### src/rtl/dpwm_pkg.sv
package dpwm_pkg;
  localparam int BASE_W_DEF = 8;  // hardware duty resolution
  localparam int FRAC_W_DEF = 7;  // dither fraction width
  localparam int PRE_W_DEF  = 1;  // extra counter bits: period = 2**(BASE_W+PRE_W)
endpackage

### src/rtl/dpwm_phase_counter.sv
module dpwm_phase_counter #(
  parameter int BASE_W = dpwm_pkg::BASE_W_DEF,
  parameter int PRE_W  = dpwm_pkg::PRE_W_DEF,
  localparam int CNT_W = BASE_W + PRE_W
) (
  input  logic              clk,
  input  logic              rst_n,
  input  logic              clear_i,
  output logic [BASE_W-1:0] slot_o,
  output logic              wrap_o
);
  logic [CNT_W-1:0] cnt_q;

  always_ff @(posedge clk) begin
    if (!rst_n)       cnt_q <= '0;
    else if (clear_i) cnt_q <= '0;
    else              cnt_q <= cnt_q + 1'b1;
  end

  assign slot_o = cnt_q[CNT_W-1:PRE_W];
  assign wrap_o = &cnt_q;

  // a clear request always restarts the period at phase zero
  assert_clear_phase_R6: assert property (@(posedge clk) disable iff (!rst_n)
    clear_i |=> (cnt_q == '0));
endmodule

### src/rtl/dpwm_dither.sv
module dpwm_dither #(
  parameter int BASE_W = dpwm_pkg::BASE_W_DEF,
  parameter int FRAC_W = dpwm_pkg::FRAC_W_DEF,
  localparam int LVL_W  = BASE_W + FRAC_W,
  localparam int DUTY_W = BASE_W + 1
) (
  input  logic              clk,
  input  logic              rst_n,
  input  logic              clr_i,
  input  logic              load_i,
  input  logic [BASE_W-1:0] load_base_i,
  input  logic              step_i,
  input  logic [LVL_W-1:0]  level_i,
  output logic [DUTY_W-1:0] next_duty_o
);
  logic [FRAC_W-1:0] acc_q;
  logic [FRAC_W:0]   sum;
  logic              carry;

  function automatic logic [FRAC_W:0] err_add(input logic [FRAC_W-1:0] acc,
                                              input logic [FRAC_W-1:0] frac);
    return {1'b0, acc} + {1'b0, frac};
  endfunction

  function automatic logic [DUTY_W-1:0] duty_of(input logic [BASE_W-1:0] base,
                                                input logic c);
    return {1'b0, base} + DUTY_W'(c);
  endfunction

  assign sum   = err_add(acc_q, level_i[FRAC_W-1:0]);
  assign carry = sum[FRAC_W];

  always_ff @(posedge clk) begin
    if (!rst_n || clr_i) begin
      acc_q       <= '0;
      next_duty_o <= '0;
    end else if (load_i) begin
      next_duty_o <= {1'b0, load_base_i};
    end else if (step_i) begin
      next_duty_o <= duty_of(level_i[LVL_W-1:FRAC_W], carry);
      acc_q       <= sum[FRAC_W-1:0];
    end
  end

  // the pending duty never strays from the stored base by more than one step
  assert_dither_bound_R3: assert property (@(posedge clk) disable iff (!rst_n)
    (next_duty_o >= {1'b0, level_i[LVL_W-1:FRAC_W]}) &&
    (next_duty_o <= {1'b0, level_i[LVL_W-1:FRAC_W]} + 1'b1));
endmodule

### src/rtl/dpwm_compare.sv
module dpwm_compare #(
  parameter int BASE_W = dpwm_pkg::BASE_W_DEF,
  localparam int DUTY_W = BASE_W + 1
) (
  input  logic              clk,
  input  logic              rst_n,
  input  logic              clr_i,
  input  logic              load_i,
  input  logic [BASE_W-1:0] load_base_i,
  input  logic              step_i,
  input  logic [DUTY_W-1:0] next_duty_i,
  input  logic [BASE_W-1:0] slot_i,
  input  logic              on_i,
  output logic              pwm_o
);
  localparam logic [DUTY_W-1:0] FULL = DUTY_W'(1) << BASE_W;
  logic [DUTY_W-1:0] duty_q;

  function automatic logic lit(input logic [BASE_W-1:0] slot,
                               input logic [DUTY_W-1:0] duty);
    return ({1'b0, slot} < duty);
  endfunction

  always_ff @(posedge clk) begin
    if (!rst_n || clr_i) duty_q <= '0;
    else if (load_i)     duty_q <= {1'b0, load_base_i};
    else if (step_i)     duty_q <= next_duty_i;
  end

  assign pwm_o = on_i & lit(slot_i, duty_q);

  // the active duty tops out at full-on and never wraps
  assert_duty_sat_R8: assert property (@(posedge clk) disable iff (!rst_n)
    duty_q <= FULL);
  // the active duty changes only at a boundary, a write or an off
  assert_duty_held_R4: assert property (@(posedge clk) disable iff (!rst_n)
    (!clr_i && !load_i && !step_i) |=> $stable(duty_q));
  // no output pulse while the channel is off
  assert_dark_when_off_R7: assert property (@(posedge clk) disable iff (!rst_n)
    !on_i |-> !pwm_o);
endmodule

### src/rtl/dpwm_level_gen.sv
module dpwm_level_gen #(
  parameter int BASE_W = dpwm_pkg::BASE_W_DEF,
  parameter int FRAC_W = dpwm_pkg::FRAC_W_DEF,
  parameter int PRE_W  = dpwm_pkg::PRE_W_DEF,
  localparam int LVL_W  = BASE_W + FRAC_W,
  localparam int DUTY_W = BASE_W + 1
) (
  input  logic             clk,
  input  logic             rst_n,
  input  logic [LVL_W-1:0] level_i,
  input  logic             level_wr_i,
  input  logic             off_i,
  output logic             pwm_o,
  output logic             drv_en_o
);
  logic              on_q;
  logic [LVL_W-1:0]  lvl_q;
  logic [BASE_W-1:0] slot;
  logic              wrap;
  logic [DUTY_W-1:0] next_duty;

  // named events for the assertions
  logic do_load, phase_clr, dither_step;
  assign do_load     = level_wr_i & ~off_i;                 // off wins
  assign phase_clr   = off_i | (do_load & ~on_q);
  assign dither_step = on_q & wrap & ~off_i & ~do_load;

  always_ff @(posedge clk) begin
    if (!rst_n || off_i) begin
      on_q  <= 1'b0;
      lvl_q <= '0;
    end else if (do_load) begin
      on_q  <= 1'b1;
      lvl_q <= level_i;
    end
  end

  assign drv_en_o = on_q;

  dpwm_phase_counter #(.BASE_W(BASE_W), .PRE_W(PRE_W)) u_cnt (
    .clk(clk), .rst_n(rst_n), .clear_i(phase_clr), .slot_o(slot), .wrap_o(wrap));

  dpwm_dither #(.BASE_W(BASE_W), .FRAC_W(FRAC_W)) u_dith (
    .clk(clk), .rst_n(rst_n), .clr_i(off_i), .load_i(do_load),
    .load_base_i(level_i[LVL_W-1:FRAC_W]), .step_i(dither_step),
    .level_i(lvl_q), .next_duty_o(next_duty));

  dpwm_compare #(.BASE_W(BASE_W)) u_cmp (
    .clk(clk), .rst_n(rst_n), .clr_i(off_i), .load_i(do_load),
    .load_base_i(level_i[LVL_W-1:FRAC_W]), .step_i(dither_step),
    .next_duty_i(next_duty), .slot_i(slot), .on_i(on_q), .pwm_o(pwm_o));

  assert_write_enables_R5: assert property (@(posedge clk) disable iff (!rst_n)
    do_load |=> drv_en_o);
  assert_off_blanks_R7: assert property (@(posedge clk) disable iff (!rst_n)
    off_i |=> (!drv_en_o && !pwm_o));
  assert_off_priority_R9: assert property (@(posedge clk) disable iff (!rst_n)
    (off_i && level_wr_i) |=> !drv_en_o);
  assert_wake_phase_R6: assert property (@(posedge clk) disable iff (!rst_n)
    (do_load && !drv_en_o) |=> (slot == '0));
endmodule

### config.mk
export PLATFORM = sky130hd
export DESIGN_NAME = dpwm_level_gen
export DESIGN_NICKNAME = d
export VERILOG_FILES = /design/src/rtl/dpwm_pkg.sv /design/src/rtl/dpwm_phase_counter.sv /design/src/rtl/dpwm_dither.sv /design/src/rtl/dpwm_compare.sv /design/src/rtl/dpwm_level_gen.sv
export SDC_FILE = /design/constraint.sdc
export NUM_CORES = 1
export LEC_CHECK = 0
export CORE_ASPECT_RATIO = 0.9
export CORE_UTILIZATION = 37
export CTS_CLUSTER_SIZE = 10
export DETAILED_ROUTE_END_ITERATION = 7
export DONT_BUFFER_PORTS = 1
export MAX_ROUTING_LAYER = met4
export PLACE_DENSITY_LB_ADDON = 0.12
export REMOVE_ABC_BUFFERS = 1
export SYNTH_ARGS = -nofsm -noshare
export SYNTH_HDL_FRONTEND = slang
export SYNTH_SLANG_ARGS = --single-unit
### constraint.sdc
create_clock -name clk -period 2.85 [get_ports clk]
set_clock_uncertainty 0.05 [all_clocks]
set_input_delay 0.285 -clock clk [delete_from_list [all_inputs] [get_ports clk]]
set_output_delay 0.285 -clock clk [all_outputs]
set_load 0.005 [all_outputs]
==> metrics.md, run 1 <==
| Metric | Value |
|---|---|
| Status | `completed` |
| Row count | `28` |
| Filler cells | `about 690` |
| Die Footprint | `around 0.0072 mm2` |
| Via count | `roughly 2000` |
| Layout cell share with drive strength beyond 1 | `0.0508` |
| Initial antenna violation count | `0` |
| Switch share | `0.237` |
| FFs w/ async S/R, synth | `0` |
| Placed Instances | `approximately 380` |
| Gr usage total | `0.172` |
| PostCTS Resize Cnt | `0` |
| Hold Buf Count CTS | `0` |
| # diodes | `0` |
| Fmax | `between 300 and 400 MHz` |
| Die X | `just under 90 um` |
| Predominant post-synthesis flop cell | `dfxtp_1` |
| Core area | `between 0.006 and 0.007 mm2` |
| Most frequent cells in the layout | `50 x dfxtp_1, 41 x nor2_1, 34 x nand2_1, 18 x ha_1, 15 x mux2i_1` |
| R2R Setup Slk | `roughly 0.30 ns` |
| Area leader, netlist | `dfxtp_1` |
| Finished Layout Cells | `between 300 and 400` |
| Crit path kind | `reg2reg` |
| Detailed-placement wirelength estimate | `around 4000 um` |
| Fin Setup TNS | `0 ns` |
| CTS tree | `built` |
| Lkg Pwr | `1.06 nW` |
| Number of enable flip-flop cells after synthesis | `0` |
| Setup repair after global routing missed its margin | `false` |
| Sequential power share | `0.547` |
| Max-Cap Viols | `0` |
| Initial DRC count | `45` |
| TritonCTS buffer count | `5` |
| R2R Path End | `u_dith.next_duty_o[6]$_SDFFE_PP0P_` |
| Crit path top cell by count | `ha_1` |
| Power Dens Cells | `around 480 mW/mm2` |
| Hold slack | `0.0597 ns` |
| RR Startpoint | `lvl_q[3]$_SDFFE_PP0P_` |
| HP Class | `in2reg` |
| Worst-Margin Slew | `0.678 ns` |
| Syn_area_per_cell | `about 8.6 um2` |
| CP startpoint | `lvl_q[3]$_SDFFE_PP0P_` |
| Commonest non-fill, non-tap cell in the layout | `dfxtp_1` |
| Area after DPL | `roughly 0.0026 mm2` |
| Clock Power Share | `0.390` |
| VDD IR-drop max | `roughly 190 uV` |
| Final Hold Fails | `0` |
| Clk Latency, worst-skew pair | `0.31 ns` |
| Worst setup path endpoint | `u_dith.next_duty_o[6]$_SDFFE_PP0P_` |
| Req. time, crit path | `approximately 3 ns` |
| Detailed Route WL | `5560 um` |
| Synth Instances | `about 300` |
| Critical Path Slowest Stage Cell | `a221o_1` |
| CP max FO | `6` |
| CTS H-tree lvls | `2` |
| Post-CTS Setup Bufs | `0` |
| Nets@finish | `~330` |
| Placer Congestion | `0.810` |
| Synth Cell Area | `0.00254 mm2` |
| Grt total ovfl | `0` |
| CP endpoint kind | `register` |
| Critical Path Start Type | `register` |
| Top-Level Pins | `21` |
| Psw | `between 0.3 and 0.4 mW` |
| Buffers on Ports | `0` |
| Design internal power | `between 1 and 1.5 mW` |
| Largest net degree at the start of global routing | `24` |
| Final Max Tran Viols | `0` |
| Reg2Reg Depth | `10` |
| Clock buffer depth | `2` |
| First-pass DRT Iterations | `4` |
| Final instance area | `~0.0027 mm2` |
| Fin crit period | `roughly 2.6 ns` |
| First-pass GRT wire length | `a little over 9000 um` |
| Slew HR | `0.545` |
| Post-DRT Antenna Nets | `0` |
| Die Y | `roughly 81 um` |
| Top post-synthesis cells by area | `dfxtp_1 39%, ha_1 8.8%, nor2_1 6.0%, mux2i_1 5.9%, nand2_1 5.0%` |
| Avg WL per Cell | `roughly 14 um` |
| Synth top area share | `0.393` |
| Vias/cell | `between 5 and 6` |
| Clk sinks | `50` |
| Area grow syn2layout | `7.28%` |
| Ys Warns | `0` |
| # setup viols final | `0` |
| Multi-input gate area | `approximately 0.0014 mm2` |
| Reg area | `0.00100 mm2` |
| Synth cell types | `42` |
| Vias in the first global route | `between 1500 and 2000` |
| Register area share after synthesis | `0.393` |
| Synthesized flop and latch total | `50` |
| Comb pwr share | `0.063` |
| Initial Utilization | `0.384` |
| Total Power | `roughly 1.3 mW` |
| Clock-pin slew on the worst setup and hold paths | `~0.11 ns` |
| Final period util | `0.896` |
| Crit path cell chain | `ha_1, and3_1, a221o_1, o211ai_1, nand2_1, ha_1, ha_1, nand4_1, xor2_1, o221ai_1` |
| Critical Path Max Stage Delay | `~0.37 ns` |
| CP arrival | `2.69 ns` |
| DRC errors left | `0` |
| CTS Root Cell | `clkbuf_8` |
-- cell families (layout without fill, tap and decap cells) --
logic type / count (synthesis) / in the layout / share of synthesized area
compound gates: 50 / 50 / 0.135
xor+xnor: 11 / 11 / 0.0379
fa+ha+maj: 19 / 19 / 0.0964
buf+inv: 28 / 27 / 0.0511
flops: 50 / 50 / 0.393
mux: 15 / 15 / 0.0590
simple gates: 123 / 123 / 0.228
-- worst min path at each step --
| stage | to | from | cells past startpoint |
|---|---|---|---|
| 3_3_place_gp | drv_en_o$_SDFFE_PP0P_ | level_wr_i | 2 |
| 6_report | drv_en_o$_SDFFE_PP0P_ | level_wr_i | 2 |
| 2_1_floorplan | drv_en_o$_SDFFE_PP0P_ | level_wr_i | 2 |
| 3_5_place_dp | drv_en_o$_SDFFE_PP0P_ | level_wr_i | 2 |
| 5_1_grt | drv_en_o$_SDFFE_PP0P_ | level_wr_i | 2 |
| 4_1_cts | drv_en_o$_SDFFE_PP0P_ | level_wr_i | 2 |
-- registers in the layout (all words and copies together) (netlist names) --
register,cells
lvl_q,15
u_cnt.cnt_q,9
u_dith.next_duty_o,9
u_cmp.duty_q,9
drv_en_o,1
u_dith.acc_q,7
-- synthesized netlist by cell type, drive strengths merged (2+ instances only) --
library cell and instances:
dfxtp 50, nor2 43, nand2 34, ha 18, mux2i 15, a21oi 14, inv 14, nand3 13
buf 12, a311oi 10, and3 8, nand4 8, xnor2 8, o211ai 6, o21ai 5, a21o 3
a31oi 3, nand2b 3, nor3 3, xor2 3, a221o 2, clkbuf 2, nor4 2, o22ai 2
or4 2
-- power groups by stage --
stage               Sequential (mW)  Clock (mW)  Combinational, mW
floorplan                     0.738           0             0.0616
global placement              0.741           0             0.0823
detailed placement            0.741           0             0.0832
CTS                           0.725       0.533             0.0834
global route                  0.727       0.555             0.0949
finish                        0.725       0.516             0.0830
-- per-layer routing --
layer,track usage,vias to the layer above,wire (um)
met5,-,-,0
met4,0.0492,0,72
met3,0.0380,6,166
met2,0.255,25,2360
met1,0.234,933,2960
li1,-,1046,-
-- per-stage QoR --
| stage | util | setup WS, ns |
|---|---|---|
| finish | 0.412 | 0.296 |
| CTS | 0.412 | 0.290 |
| detailed placement | 0.395 | 0.331 |
| floorplan | - | 0.450 |
| global route | 0.412 | 0.180 |
| global placement | 0.395 | 0.363 |
-- final cells by class --
| cell class | instances | share of cell area |
|---|---|---|
| clock buffers | 5 | 0.0252 |
| clock inverters | 3 | 0.0160 |
| inverters | 14 | 0.0192 |
| multi-input cells | 218 | 0.518 |
| flip-flops and latches | 50 | 0.367 |
| well taps | 90 | 0.0412 |
| repair buffers | 5 | 0.0137 |
-- worst max-delay path: cells and delay by family (launching register included) --
family | cells | cell delay [ns]
adder cells (fa/ha/maj) | 3 | 0.81
AO/OA/AOI/OAI | 3 | 0.69
AND/OR/NAND/NOR | 3 | 0.40
flip-flops | 1 | 0.33
XOR/XNOR | 1 | 0.17
No activity file was read; power rests on OpenSTA's default activity.
==> run 2, diff against run 1 <==
--- a/config.mk
+++ b/config.mk
@@ -5,11 +5,12 @@
 export SDC_FILE = /design/constraint.sdc
 export NUM_CORES = 1
 export LEC_CHECK = 0
-export CORE_ASPECT_RATIO = 0.9
+export CORE_ASPECT_RATIO = 1.2
 export CORE_UTILIZATION = 37
 export CTS_CLUSTER_SIZE = 10
 export DETAILED_ROUTE_END_ITERATION = 7
 export DONT_BUFFER_PORTS = 1
+export GPL_TIMING_DRIVEN = 0
 export MAX_ROUTING_LAYER = met4
 export PLACE_DENSITY_LB_ADDON = 0.12
 export REMOVE_ABC_BUFFERS = 1
==> run 2 against run 1 <==
Hold slack improved by 0.012 ns. Total power down 8.7%. Setup slack worse by 0.093 ns. Sequential cell count did not move. Critical path depth stayed put. Sequential power hardly changed. Non-clock buffer count is 5 lower.
==> metrics.md, run 2 (same netlist as run 1, synthesis figures left out) <==
| Metric | Value |
|---|---|
| R2R Setup Slk | `0.20 ns (was 0.30 ns)` |
| Clk sinks | `50 (unchanged)` |
| Row count | `32 (was 28)` |
| Fin Setup TNS | `0 ns (unchanged)` |
| Top-Level Pins | `21 (unchanged)` |
| Placer Congestion | `0.771 (was 0.810)` |
| Reg2Reg Depth | `10 (unchanged)` |
| Most frequent cells in the layout | `50 x dfxtp_1, 41 x nor2_1, 34 x nand2_1, 18 x ha_1, 15 x mux2i_1 (unchanged)` |
| VDD IR-drop max | `234 uV (was 190 uV)` |
| First-pass DRT Iterations | `4 (unchanged)` |
| Final Max Tran Viols | `0 (unchanged)` |
| Die Footprint | `0.00722 mm2 (was 0.00721 mm2)` |
| Critical Path Max Stage Delay | `0.36 ns (was 0.37 ns)` |
| Vias in the first global route | `1858 (was 1894)` |
| Nets@finish | `327 (was 332)` |
| Max FFs per register | `15 (unchanged)` |
| # setup viols final | `0 (unchanged)` |
| Via count | `1990 (was 2010)` |
| Power Dens Cells | `455 mW/mm2 (was 485 mW/mm2)` |
| PostCTS Resize Cnt | `0 (unchanged)` |
| Crit path cell chain | `ha_1, and3_1, a221o_1, o211ai_1, nand2_1, ha_1, and3_1, a211o_1, o2111ai_1, a21oi_1 (was ha_1, and3_1, a221o_1, o211ai_1, nand2_1, ha_1, ha_1, nand4_1, xor2_1, o221ai_1)` |
| Initial Utilization | `0.390 (was 0.384)` |
| CTS H-tree lvls | `2 (unchanged)` |
| Finished Layout Cells | `374 (was 385)` |
| Max-Cap Viols | `0 (unchanged)` |
| Initial antenna violation count | `0 (unchanged)` |
| Core area | `0.00653 mm2 (was 0.00662 mm2)` |
| Fmax | `378 MHz (was 392 MHz)` |
| Gr usage total | `0.162 (was 0.172)` |
| CTS tree | `built (unchanged)` |
| CP startpoint | `lvl_q[3]$_SDFFE_PP0P_ (unchanged)` |
| Die Y | `92.9 um (was 80.7 um)` |
| HP Class | `in2reg (unchanged)` |
| Setup repair after global routing missed its margin | `false (unchanged)` |
| Area after DPL | `0.00258 mm2 (was 0.00262 mm2)` |
| Initial DRC count | `79 (was 45)` |
| Clk Latency, worst-skew pair | `0.30 ns (was 0.31 ns)` |
| Vias/cell | `5.32 (was 5.22)` |
| Fin crit period | `2.65 ns (was 2.55 ns)` |
| CP arrival | `2.76 ns (was 2.69 ns)` |
| TritonCTS buffer count | `5 (unchanged)` |
| Slew HR | `0.323 (was 0.545)` |
| Placed Instances | `367 (was 377)` |
| Commonest non-fill, non-tap cell in the layout | `dfxtp_1 (unchanged)` |
| First-pass GRT wire length | `8980 um (was 9170 um)` |
| Filler cells | `688 (was 691)` |
| Final period util | `0.929 (was 0.896)` |
| Clock buffer depth | `2 (unchanged)` |
| Final core utilization | `0.407 (was 0.412)` |
| Detailed Route WL | `5410 um (was 5560 um)` |
| Avg WL per Cell | `14.5 um (was 14.4 um)` |
| Final Hold Fails | `0 (unchanged)` |
| Detailed-placement wirelength estimate | `3730 um (was 4020 um)` |
| Post-CTS Setup Bufs | `0 (unchanged)` |
| R2R Path End | `u_dith.next_duty_o[5]$_SDFFE_PP0P_ (was u_dith.next_duty_o[6]$_SDFFE_PP0P_)` |
| CP max FO | `6 (unchanged)` |
| Hold Buf Count CTS | `0 (unchanged)` |
| Crit path kind | `reg2reg (unchanged)` |
| Post-DRT Antenna Nets | `0 (unchanged)` |
| Clock-pin slew on the worst setup and hold paths | `0.09 ns (was 0.11 ns)` |
| Status | `completed (unchanged)` |
| Req. time, crit path | `2.96 ns (was 2.99 ns)` |
| Final instance area | `0.00266 mm2 (was 0.00273 mm2)` |
| DRC errors left | `0 (unchanged)` |
| Largest net degree at the start of global routing | `41 (was 24)` |
| Area grow syn2layout | `4.38% (was 7.28%)` |
| Largest Register | `lvl_q (unchanged)` |
| CP endpoint kind | `register (unchanged)` |
| Buffers on Ports | `0 (unchanged)` |
| # diodes | `0 (unchanged)` |
| Critical Path Start Type | `register (unchanged)` |
| Critical Path Slowest Stage Cell | `ha_1 (was a221o_1)` |
| Layout cell share with drive strength beyond 1 | `0.0311 (was 0.0508)` |
| RR Startpoint | `lvl_q[3]$_SDFFE_PP0P_ (unchanged)` |
| Die X | `77.7 um (was 89.4 um)` |
| Worst-Margin Slew | `1.01 ns (was 0.678 ns)` |
| Worst setup path endpoint | `u_dith.next_duty_o[5]$_SDFFE_PP0P_ (was u_dith.next_duty_o[6]$_SDFFE_PP0P_)` |
| Grt total ovfl | `0 (unchanged)` |
| Lkg Pwr | `1.02 nW (was 1.06 nW)` |
| CTS Root Cell | `clkbuf_8 (unchanged)` |
run 2: cell types whose count changed in the layout (fill, tap and decap cells not counted):
cell,change
buf_4,-5
bufinv_16,-1
clkbuf_1,+1
clkinv_2,-1
clkinvlp_4,+1
inv_6,-1
nand2b_1,-1
nand2b_2,+1
run 2: area by class of cell:
type | count | area, um2 | area share
multi-input combinational | 218 | 1420 | 0.533
sequential | 50 | 1000 | 0.377
tap | 85 | 106 | 0.0400
clock buffer | 6 | 72.6 | 0.0273
inverter | 14 | 52.6 | 0.0198
clock inverter | 1 | 7.51 | 0.00283
run 2: per-stage QoR:
| step | total power, mW | hold WS (ns) | worst slack, ns |
|---|---|---|---|
| finish | 1.21 | 0.0719 | 0.202 |
| global route | 1.26 | 0.0694 | 0.0605 |
| CTS | 1.23 | 0.0564 | 0.181 |
| detailed placement | 0.819 | 0.370 | 0.191 |
| global placement | 0.819 | 0.365 | 0.188 |
| floorplan | 0.799 | 0.351 | 0.450 |
run 2: worst max-delay path: cells and delay by family (launching register included):
family	cells	cell delay [ns]
simple gates	3	0.53
fa+ha+maj	2	0.61
flops	1	0.33
compound gates	5	1.00
run 2: how the worst min path moves through the flow:
stage,start,end,slack [ns],cells after the start
2_1_floorplan,level_wr_i,drv_en_o$_SDFFE_PP0P_,0.35,2
3_5_place_dp,level_wr_i,drv_en_o$_SDFFE_PP0P_,0.37,2
3_3_place_gp,level_wr_i,drv_en_o$_SDFFE_PP0P_,0.37,2
6_report,level_wr_i,drv_en_o$_SDFFE_PP0P_,0.07,2
5_1_grt,level_i[2],lvl_q[2]$_SDFFE_PP0P_,0.07,2
4_1_cts,level_wr_i,drv_en_o$_SDFFE_PP0P_,0.06,2
run 2: per-layer routing:
metal  up-vias  part of all wire  track usage  wire length, um
li1       1033                 -            -                -
met1       934              0.52        0.212             2790
met2        18              0.45        0.254             2450
met3         5             0.022       0.0296              119
met4         0            0.0098       0.0519               53
met5         -                 0            -                0
run 2: where the power goes:
group | leakage [nW] | total [mW] | switching [mW] | internal [mW]
Combinational | 0.576 | 0.0774 | 0.0476 | 0.0298
Sequential | 0.405 | 0.725 | 0.0117 | 0.713
Clock | 0.0373 | 0.406 | 0.237 | 0.169
Total | 1.02 | 1.21 | 0.296 | 0.912
==> run 3, diff against run 2 <==
--- a/config.mk
+++ b/config.mk
@@ -6,14 +6,14 @@
 export NUM_CORES = 1
 export LEC_CHECK = 0
 export CORE_ASPECT_RATIO = 1.2
-export CORE_UTILIZATION = 37
+export CORE_UTILIZATION = 50
+export CTS_CLUSTER_DIAMETER = 200
 export CTS_CLUSTER_SIZE = 10
 export DETAILED_ROUTE_END_ITERATION = 7
 export DONT_BUFFER_PORTS = 1
 export GPL_TIMING_DRIVEN = 0
 export MAX_ROUTING_LAYER = met4
 export PLACE_DENSITY_LB_ADDON = 0.12
-export REMOVE_ABC_BUFFERS = 1
 export SYNTH_ARGS = -nofsm -noshare
 export SYNTH_HDL_FRONTEND = slang
 export SYNTH_SLANG_ARGS = --single-unit
==> run 3 against run 2 <==
Total power increased by 8.4%. Hold slack better by 0.0055 ns. Clock power up 21%. Sequential share of layout area fell by 1.0 points. Combinational power is 23% higher. Die area is 25% lower. Critical path type unchanged. Largest cell class unchanged. Largest power group unchanged.
==> metrics.md, run 3 (same netlist as run 1, synthesis figures left out) <==
| Metric | Value |
|---|---|
| Detailed Route WL | `5580 um (was 5410 um)` |
| Hold Startpoint | `level_i[1] (was level_wr_i)` |
| R2R Path End | `u_dith.next_duty_o[5]$_SDFFE_PP0P_ (unchanged)` |
| Clk Latency, worst-skew pair | `0.30 ns (about the same)` |
| Largest Register | `lvl_q (unchanged)` |
| Initial Utilization | `0.519 (was 0.390)` |
| First-pass DRT Iterations | `4 (unchanged)` |
| CTS tree | `built (unchanged)` |
| Comb pwr share | `0.073 (was 0.064)` |
| Die X | `67.1 um (was 77.7 um)` |
| Worst Hold End | `lvl_q[1]$_SDFFE_PP0P_ (was drv_en_o$_SDFFE_PP0P_)` |
| Status | `completed (unchanged)` |
| Reg2Reg Depth | `10 (unchanged)` |
| Clock-pin slew on the worst setup and hold paths | `0.09 ns (about the same)` |
| VDD IR-drop max | `288 uV (was 234 uV)` |
| Final Hold Fails | `0 (unchanged)` |
| Sequential power share | `0.552 (was 0.600)` |
| Critical Path Start Type | `register (unchanged)` |
| Lkg Pwr | `1.09 nW (was 1.02 nW)` |
| Vias/cell | `5.60 (was 5.32)` |
| Layout cell share with drive strength beyond 1 | `0.0724 (was 0.0311)` |
| Power Dens Cells | `480 mW/mm2 (was 455 mW/mm2)` |
| Row count | `28 (was 32)` |
| Vias in the first global route | `1921 (was 1858)` |
| TritonCTS buffer count | `5 (unchanged)` |
| Critical Path Slowest Stage Cell | `a221o_1 (was ha_1)` |
| DRC errors left | `0 (unchanged)` |
| Fin crit period | `2.56 ns (was 2.65 ns)` |
| CTS Root Cell | `clkbuf_8 (unchanged)` |
| Top Layer Used | `met4 (unchanged)` |
| # diodes | `0 (unchanged)` |
| Crit path kind | `reg2reg (unchanged)` |
| # setup viols final | `0 (unchanged)` |
| Met2 WL | `2810 um (was 2450 um)` |
| Max-Cap Viols | `0 (unchanged)` |
| Critical Path Max Stage Delay | `0.36 ns (about the same)` |
| Final period util | `0.897 (was 0.929)` |
| Design internal power | `1.01 mW (was 0.912 mW)` |
| Die Footprint | `0.00538 mm2 (was 0.00722 mm2)` |
| CP startpoint | `lvl_q[3]$_SDFFE_PP0P_ (unchanged)` |
| Worst hold path cell count | `2 (unchanged)` |
| Worst-Margin Slew | `0.603 ns (was 1.01 ns)` |
| Fin Setup TNS | `0 ns (unchanged)` |
| Setup repair after global routing missed its margin | `false (unchanged)` |
| Post-DRT Antenna Nets | `0 (unchanged)` |
| First-pass GRT wire length | `9050 um (was 8980 um)` |
| Met1 wire length | `2540 um (was 2790 um)` |
| Switch share | `0.231 (was 0.245)` |
| Initial antenna violation count | `0 (unchanged)` |
| Placed Instances | `356 (was 367)` |
| Core area | `0.00490 mm2 (was 0.00653 mm2)` |
| Detailed-placement wirelength estimate | `4210 um (was 3730 um)` |
| HP Class | `in2reg (unchanged)` |
| CP max FO | `6 (unchanged)` |
| R2R Setup Slk | `0.29 ns (was 0.20 ns)` |
| CTS H-tree lvls | `2 (unchanged)` |
| Max FFs per register | `15 (unchanged)` |
| Avg WL per Cell | `15.3 um (was 14.5 um)` |
| Commonest non-fill, non-tap cell in the layout | `dfxtp_1 (unchanged)` |
| Clk sinks | `50 (unchanged)` |
| Slew HR | `0.595 (was 0.323)` |
| CP endpoint kind | `register (unchanged)` |
| Placer Congestion | `0.855 (was 0.771)` |
| Clock buffer depth | `2 (unchanged)` |
| Via count | `2037 (was 1990)` |
| RR Startpoint | `lvl_q[3]$_SDFFE_PP0P_ (unchanged)` |
| Fmax | `391 MHz (was 378 MHz)` |
| Clock Power Share | `0.375 (was 0.336)` |
| Buffers on Ports | `0 (unchanged)` |
| Pre-CTS setup slack | `0.305 ns (was 0.191 ns)` |
| Crit path cell chain | `ha_1, and3_1, a221o_1, o211ai_1, nand2_1, ha_1, and3_1, a211o_1, o2111ai_1, a21oi_1 (unchanged)` |
| Grt total ovfl | `0 (unchanged)` |
| Die Y | `80.2 um (was 92.9 um)` |
| Top-Level Pins | `21 (unchanged)` |
| Req. time, crit path | `2.99 ns (was 2.96 ns)` |
| Final Max Tran Viols | `0 (unchanged)` |
| Met3 WL | `168 um (was 119 um)` |
| Finished Layout Cells | `364 (was 374)` |
| Worst Setup Slack, final | `0.295 ns (was 0.202 ns)` |
| Area grow syn2layout | `7.23% (was 4.38%)` |
| Gr usage total | `0.230 (was 0.162)` |
| Most frequent cells in the layout | `50 x dfxtp_1, 41 x nor2_1, 34 x nand2_1, 18 x ha_1, 15 x mux2i_1 (unchanged)` |
| CP arrival | `2.70 ns (was 2.76 ns)` |
| Psw | `0.302 mW (was 0.296 mW)` |
| Largest net degree at the start of global routing | `16 (was 41)` |
| Initial DRC count | `93 (was 79)` |
| Hold Buf Count CTS | `0 (unchanged)` |
| PostCTS Resize Cnt | `0 (unchanged)` |
| Syn_nets | `approximately 330` |
| Post-CTS Setup Bufs | `0 (unchanged)` |
| Nets@finish | `341 (was 327)` |
## run 3: cell count changes in the layout (fill, tap and decap cells not counted), sizes merged
cell | before | now
clkinv | 0 | 2
buf | 0 | 12
bufinv | 0 | 1
clkinvlp | 1 | 0
clkbuf | 6 | 7
## run 3: worst max path at each step
stage,slack [ns],cells after the start,endpoint
2_1_floorplan,0.50,10,u_dith.next_duty_o[5]$_SDFFE_PP0P_
3_3_place_gp,0.34,10,u_dith.next_duty_o[5]$_SDFFE_PP0P_
3_5_place_dp,0.31,10,u_dith.next_duty_o[5]$_SDFFE_PP0P_
4_1_cts,0.29,10,u_dith.next_duty_o[5]$_SDFFE_PP0P_
5_1_grt,0.18,11,u_dith.next_duty_o[2]$_SDFFE_PP0P_
6_report,0.29,10,u_dith.next_duty_o[5]$_SDFFE_PP0P_
## run 3: metal layers
layer	vias up	global-route usage
li1	1060	-
met1	951	0.269
met2	21	0.391
met3	5	0.0497
met4	0	0.0638
met5	-	-
## run 3: layout make-up
cell class	count	area [um2]
fillers	460	2180
multi-input cells	218	1410
inverters	14	52.6
plain buffers	14	77.6
clock inverters	3	40.0
clock buffers	5	68.8
well taps	60	75.1
flip-flops and latches	50	1000
## run 3: power by group through the flow
stage / combinational [mW] / sequential (mW) / clock, mW
floorplan: 0.0749 / 0.737 / 0
global placement: 0.0956 / 0.740 / 0
detailed placement: 0.0961 / 0.740 / 0
CTS: 0.0966 / 0.724 / 0.508
global route: 0.107 / 0.726 / 0.535
finish: 0.0955 / 0.723 / 0.491
## run 3: stage by stage
step / power, mW / util / area [um2] / hold WS, ns
2_1_floorplan: 0.812 / - / 2540 / 0.362
3_3_place_gp: 0.835 / 0.534 / 2620 / 0.375
3_5_place_dp: 0.836 / 0.534 / 2620 / 0.382
4_1_cts: 1.33 / 0.556 / 2730 / 0.0738
5_1_grt: 1.37 / 0.556 / 2730 / 0.0746
6_report: 1.31 / 0.556 / 2730 / 0.0774
## run 3: critical path, delay by kind of cell, from the launching register on
family,cells,cell delay (ns)
AOI/OAI and AO/OA,5,1.02
adders and majority gates,2,0.56
DFF,1,0.32
and+or+nand+nor,3,0.48
